File: src/rtl/bb_alias_pkg.sv
package bb_alias_pkg;

    localparam int ADDR_W   = 32;
    localparam int DATA_W   = 32;
    localparam int BIT_W    = $clog2(DATA_W);
    localparam int NUM_WIN  = 2;
    // Each alias window spans 2**OFF_W bytes.
    localparam int OFF_W    = 25;

    localparam logic [1:0] SIZE_WORD = 2'd2;

    typedef logic [ADDR_W-1:0] addr_t;
    typedef logic [DATA_W-1:0] data_t;
    typedef logic [BIT_W-1:0]  bitidx_t;

    // Window 0 covers the data region, window 1 covers the peripheral region.
    localparam logic [NUM_WIN-1:0][ADDR_W-1:0] ALIAS_BASE  = {32'h4200_0000, 32'h2200_0000};
    localparam logic [NUM_WIN-1:0][ADDR_W-1:0] REGION_BASE = {32'h4000_0000, 32'h2000_0000};

    typedef struct packed {
        logic    hit;
        addr_t   word_addr;
        bitidx_t bit_idx;
    } alias_map_t;

    typedef struct packed {
        logic       req;
        logic       we;
        addr_t      addr;
        logic [1:0] size;
        data_t      wdata;
    } xfer_t;

    typedef enum logic {ST_IDLE, ST_WBACK} state_e;

    function automatic data_t bit_extract(data_t word, bitidx_t idx);
        data_t r;
        r    = '0;
        r[0] = word[idx];
        return r;
    endfunction

    function automatic data_t bit_merge(data_t word, bitidx_t idx, logic val);
        data_t r;
        r      = word;
        r[idx] = val;
        return r;
    endfunction

endpackage

File: src/rtl/bb_alias_decode.sv
module bb_alias_decode
    import bb_alias_pkg::*;
(
    input  logic [ADDR_W-3:0] word_in,
    output alias_map_t        map_o
);

    localparam int SEL_LSB = OFF_W - 2;
    localparam int WSEL_W  = OFF_W - 2 - BIT_W;
    localparam int PAD_W   = ADDR_W - WSEL_W - 2;

    logic  [NUM_WIN-1:0]             win_hit;
    logic  [NUM_WIN-1:0][ADDR_W-1:0] cand_addr;

    for (genvar g = 0; g < NUM_WIN; g++) begin : g_win
        assign win_hit[g]   = (word_in[ADDR_W-3:SEL_LSB] == ALIAS_BASE[g][ADDR_W-1:OFF_W]);
        assign cand_addr[g] = REGION_BASE[g]
                            + {{PAD_W{1'b0}}, word_in[SEL_LSB-1:BIT_W], 2'b00};
    end

    always_comb begin
        map_o = '0;
        for (int i = 0; i < NUM_WIN; i++) begin
            if (win_hit[i]) begin
                map_o.hit       = 1'b1;
                map_o.word_addr = cand_addr[i];
            end
        end
        map_o.bit_idx = word_in[BIT_W-1:0];
    end

endmodule

File: src/rtl/bb_alias_seq.sv
module bb_alias_seq
    import bb_alias_pkg::*;
(
    input  logic       clk,
    input  logic       rst,
    input  logic       accept,
    input  logic       we,
    input  alias_map_t map_i,
    input  logic       wbit,
    output logic       wb_active,
    output addr_t      wb_addr,
    output bitidx_t    wb_bit,
    output logic       wb_val,
    output logic       rd_pend,
    output logic       rd_alias,
    output bitidx_t    rd_bit
);

    state_e state;

    assign wb_active = (state == ST_WBACK);

    always_ff @(posedge clk) begin
        if (rst) begin
            state   <= ST_IDLE;
            rd_pend <= 1'b0;
        end else begin
            rd_pend <= accept && !we;
            case (state)
                ST_IDLE:  if (accept && we && map_i.hit) state <= ST_WBACK;
                default:  state <= ST_IDLE;
            endcase
        end
    end

    always_ff @(posedge clk) begin
        if (accept) begin
            rd_alias <= map_i.hit;
            rd_bit   <= map_i.bit_idx;
            wb_addr  <= map_i.word_addr;
            wb_bit   <= map_i.bit_idx;
            wb_val   <= wbit;
        end
    end

endmodule

File: src/rtl/bb_alias_bridge.sv
module bb_alias_bridge
    import bb_alias_pkg::*;
(
    input  logic              clk,
    input  logic              rst,
    input  logic              cpu_req,
    input  logic              cpu_we,
    input  logic [ADDR_W-1:0] cpu_addr,
    input  logic [1:0]        cpu_size,
    input  logic [DATA_W-1:0] cpu_wdata,
    output logic              cpu_ready,
    output logic              cpu_rvalid,
    output logic [DATA_W-1:0] cpu_rdata,
    output logic              mem_req,
    output logic              mem_we,
    output logic [ADDR_W-1:0] mem_addr,
    output logic [1:0]        mem_size,
    output logic [DATA_W-1:0] mem_wdata,
    input  logic [DATA_W-1:0] mem_rdata
);

    alias_map_t map;
    logic       accept;
    logic       wb_active;
    addr_t      wb_addr;
    bitidx_t    wb_bit;
    logic       wb_val;
    logic       rd_pend;
    logic       rd_alias;
    bitidx_t    rd_bit;
    xfer_t      xo;

    bb_alias_decode u_decode (
        .word_in (cpu_addr[ADDR_W-1:2]),
        .map_o   (map)
    );

    assign cpu_ready = !wb_active;
    assign accept    = cpu_req && cpu_ready;

    bb_alias_seq u_seq (
        .clk       (clk),
        .rst       (rst),
        .accept    (accept),
        .we        (cpu_we),
        .map_i     (map),
        .wbit      (cpu_wdata[0]),
        .wb_active (wb_active),
        .wb_addr   (wb_addr),
        .wb_bit    (wb_bit),
        .wb_val    (wb_val),
        .rd_pend   (rd_pend),
        .rd_alias  (rd_alias),
        .rd_bit    (rd_bit)
    );

    always_comb begin
        xo = '0;
        if (wb_active) begin
            xo.req   = 1'b1;
            xo.we    = 1'b1;
            xo.addr  = wb_addr;
            xo.size  = SIZE_WORD;
            xo.wdata = bit_merge(mem_rdata, wb_bit, wb_val);
        end else if (cpu_req) begin
            xo.req = 1'b1;
            if (map.hit) begin
                xo.we   = 1'b0;
                xo.addr = map.word_addr;
                xo.size = SIZE_WORD;
            end else begin
                xo.we    = cpu_we;
                xo.addr  = cpu_addr;
                xo.size  = cpu_size;
                xo.wdata = cpu_wdata;
            end
        end
    end

    assign mem_req    = xo.req;
    assign mem_we     = xo.we;
    assign mem_addr   = xo.addr;
    assign mem_size   = xo.size;
    assign mem_wdata  = xo.wdata;

    assign cpu_rvalid = rd_pend;
    assign cpu_rdata  = rd_alias ? bit_extract(mem_rdata, rd_bit) : mem_rdata;

endmodule

File: config.mk
export PLATFORM = sky130hd
export DESIGN_NAME = bb_alias_bridge
export DESIGN_NICKNAME = d
export VERILOG_FILES = /design/src/rtl/bb_alias_pkg.sv /design/src/rtl/bb_alias_decode.sv /design/src/rtl/bb_alias_seq.sv /design/src/rtl/bb_alias_bridge.sv
export SDC_FILE = /design/constraint.sdc
export NUM_CORES = 1
export LEC_CHECK = 0
export BUFFER_PORTS_ARGS = -buffer_cell sky130_fd_sc_hd__buf_2
export CAP_MARGIN = 20
export CELL_PAD_IN_SITES_DETAIL_PLACEMENT = 1
export CELL_PAD_IN_SITES_GLOBAL_PLACEMENT = 1
export CORE_MARGIN = 4
export CORE_UTILIZATION = 32
export CTS_CLUSTER_SIZE = 30
export DETAILED_ROUTE_END_ITERATION = 12
export GPL_ROUTABILITY_DRIVEN = 0
export PLACE_DENSITY_LB_ADDON = 0.1
export RECOVER_POWER = 100
export SYNTH_ARGS = -nofsm -noshare
export SYNTH_HDL_FRONTEND = slang
export SYNTH_SLANG_ARGS = --single-unit
File: constraint.sdc
create_clock -name clk -period 5.5 [get_ports clk]
set_input_delay 0.825 -clock clk [delete_from_list [all_inputs] [get_ports clk]]
set_output_delay 0.825 -clock clk [all_outputs]
set_load 0.1 [all_outputs]
==> run summary <==
Worst Max-Slew Pin Slew: 1.68 ns
P_leak: 1.68 nW
Bufs on Longest Clock Path: 2
Worst Path Required: 4.68 ns
Slowest CP cell: and4b_1
Via count: 3265
Critical Path Max Stage Delay: 1.37 ns
Critical path arrival: 3.84 ns
Clk pwr share: 17.7%
Top delay family on crit path: simple AND/OR/NAND/NOR gates
Hold Crit Class: in -> reg
Worst Reg-to-Reg Cells: 5
Count leader, synth: mux2i_1
CTS tree: yes
Mean routed wirelength per cell: 16.9 um
Seq pwr share: 29.1%
Leading post-synthesis cells by cell area: edfxtp_1, mux2i_1, o2bb2ai_1
Synth top area share: 27.0%
Tcrit/Tclk final: 84.8%
All-Layer GR Usage: 18.8%
Register area share after synthesis: 28.3%
Root Buffer: clkbuf_8
Setup-failing EPs final: 0
Die X-Extent: 105 um
Worst-path fanout max: 41
Top Ports: 204
Largest family of logic cells by synthesized area: simple AND/OR/NAND/NOR gates
Pre-Repair DR Iteration Count: 4
Final min period: 4.66 ns
Placement Cell Area: 4010 um2
CP Launch Type: input port
Post-synthesis adder-cell area fraction: 0%
Final Skew: 0.00344 ns
Die Ht: 105 um
Synthesized area per cell: 8.99 um2
Violated checks: max-capacitance violations, max-slew violations
WHS: 0.712 ns
H-tree levels: 2
Synth async-reset ratio: 0%
Initial Util: 32.7%
P_int: 0.000433 W
Largest net degree at the start of global routing: 42
Reg2reg end: u_seq.rd_alias$_DFFE_PP_
Post_cts resized: 0
Levels on crit path: 6
F_max: 214 MHz
Status: finished with violations
Vias per cell: 5.19
CP startpoint: cpu_addr[31]
Pre-CTS setup slack: 1.50 ns
1st-iter DRT viols: 72
Latest clock arrival within the worst-skew pair: 0.28 ns
Row count: 35
Final HPWL DP: 8230 um
Max_slew headroom: -12.0%
Number of max-cap violations: 2
Post-route ant nets: 0
Sw Share: 53.2%
Cells along the critical path: buf_2, nor3_1, and4b_1, mux2i_1, o21ai_1, clkbuf_1
Slew Viols, Final: 71
Setup WS post-layout: 0.835 ns
Vias in the first global route: 3326
Combinational share of power: 53.2%
Final hold vios: 0
Post-Synth Simple-Gate Area: 27.5%
Critical path class: in -> out
Die ar.: 11000 um2
Ant. Diodes: 0
Syn_nets: 436
First-pass GRT wire length: 17300 um
Setup TNS: 0 ns
Area grow syn2layout: 34.5%
Register bit total from synthesis: 29
Share of layout cells above drive strength 1: 31.9%
Core area: 9200 um2
Synthesized area: 3000 um2
CTS Hold Bufs: 0
Reg2reg start: u_seq.wb_active$_SDFF_PP0_
Compound-gate portion of the synthesized area: 16.0%
DRC errors left: 0
Endpoint type of the worst setup path: primary output
Nets: 620
Sw Pwr: 0.000493 W
Placed cells: 621
Largest area contributor in the netlist: edfxtp_1
Power per cell area: 229 nW/um2
Post-synthesis xor/xnor area fraction: 0.292%
Worst Setup EP: mem_addr[8]
EDFF count, synth: 27
Peak supply drop: 158 uV
Fin area: 4040 um2
Cells after Synth: 334
Post-CTS repair timing setup buffer count: 0
Synth warn: 0
Buffers plus inverters on the worst setup path: 2
Synth top cells by count: mux2i_1, nand2_1, nor2b_1
Main synth FF type: edfxtp_1
FF-to-FF setup slack: 1.80 ns
RSZ-0062 raised after global routing: no
# clock sinks: 29
CTS buffer count: 5
Post-Layout Cell Count: 629
Gr ovfl total: 0
Synth cell types: 41
Clock Pin Slew Worst Setup and Hold Paths: 0.06 ns
Mux share of post-synthesis cell area: 22.0%
Post-Route WL: 10600 um
IO buf count: 203
Initial antenna violation count: 0
[layer usage]
| metal | up-vias | share of wire (%) | wire length, um | GRT usage [%] |
|---|---|---|---|---|
| li1 | 1580 | - | - | - |
| met3 | 11 | 7.0 | 741 | 4.20 |
| met5 | - | 0 | 0 | 0 |
| met4 | 0 | 1.3 | 140 | 3.37 |
| met2 | 136 | 49 | 5250 | 33.5 |
| met1 | 1538 | 42 | 4520 | 23.4 |
[worst min path at each step]
stage | slack (ns) | startpoint | to | depth (start not counted)
after global placement | 1.0 | rst | u_seq.rd_pend$_SDFF_PP0_ | 2
after CTS | 0.71 | rst | u_seq.rd_pend$_SDFF_PP0_ | 2
after detailed placement | 1.00 | rst | u_seq.rd_pend$_SDFF_PP0_ | 2
final | 0.71 | rst | u_seq.rd_pend$_SDFF_PP0_ | 2
after global routing | 0.72 | rst | u_seq.rd_pend$_SDFF_PP0_ | 2
after floorplan | 0.90 | rst | u_seq.rd_pend$_SDFF_PP0_ | 1
[worst register-to-register path, cell delays in order (launching register included)]
cell	delay, ns
dfxtp_1	0.58
inv_1	1.02
nand2_1	0.12
buf_4	0.26
inv_1	0.13
clkbuf_1	1.17
[layout make-up]
type                    instances  area [um2]
fillers                      1191        5160
multi-input cells             273        1980
repair buffers                206         982
flip-flops and latches         29         851
well taps                     111         139
clock buffers                   5        68.8
clock inverters                 2        11.3
inverters                       3        11.3
[power groups by stage]
stage | clock (W) | sequential [W] | combinational (W)
after detailed placement | 0 | 0.000277 | 0.000495
after global routing | 0.000181 | 0.000272 | 0.000514
after floorplan | 0 | 0.000263 | 0.000403
final | 0.000164 | 0.000269 | 0.000492
after CTS | 0.000170 | 0.000273 | 0.000496
after global placement | 0 | 0.000276 | 0.000493
[flip-flops by register name, indices dropped and copies added, names as in the netlist]
register         count
u_seq.rd_pend        1
u_seq.wb_bit         5
u_seq.wb_active      1
u_seq.wb_addr       20
u_seq.wb_val         1
u_seq.rd_alias       1
[through the flow]
step / util, % / total power [W]
6_report: 43.9 / 0.000925
5_1_grt: 43.9 / 0.000967
4_1_cts: 44.5 / 0.000939
3_5_place_dp: 43.6 / 0.000772
3_3_place_gp: 43.6 / 0.000769
2_1_floorplan: - / 0.000666
[layout by cell type (no fill, tap or decap), types with 2 or more instances in the layout]
cell type / netlist / layout
buf_2: 8 / 144
nor3b_1: 3 / 3
nand3b_1: 5 / 5
nand2_1: 36 / 36
nor2_1: 14 / 14
edfxtp_1: 27 / 27
and2_0: 0 / 11
a21oi_1: 2 / 2
mux4_2: 3 / 3
o21ai_1: 19 / 19
mux4_1: 2 / 2
dfxtp_1: 2 / 2
mux2i_1: 54 / 54
o21ai_0: 6 / 6
nor3b_2: 2 / 2
nand2b_1: 3 / 3
nor2b_1: 33 / 33
a21o_1: 2 / 2
inv_1: 2 / 3
and2_1: 31 / 20
nor3_1: 7 / 7
nand3_1: 7 / 7
and4b_1: 2 / 2
o2bb2ai_1: 30 / 30
clkbuf_8: 0 / 5
clkbuf_1: 12 / 59
[logic make-up after synthesis]
group,after synthesis
simple gates,148
compound gates,65
mux,59
buf+inv,32
flops,29
xor+xnor,1
No activity file was read; power rests on OpenSTA's default activity.
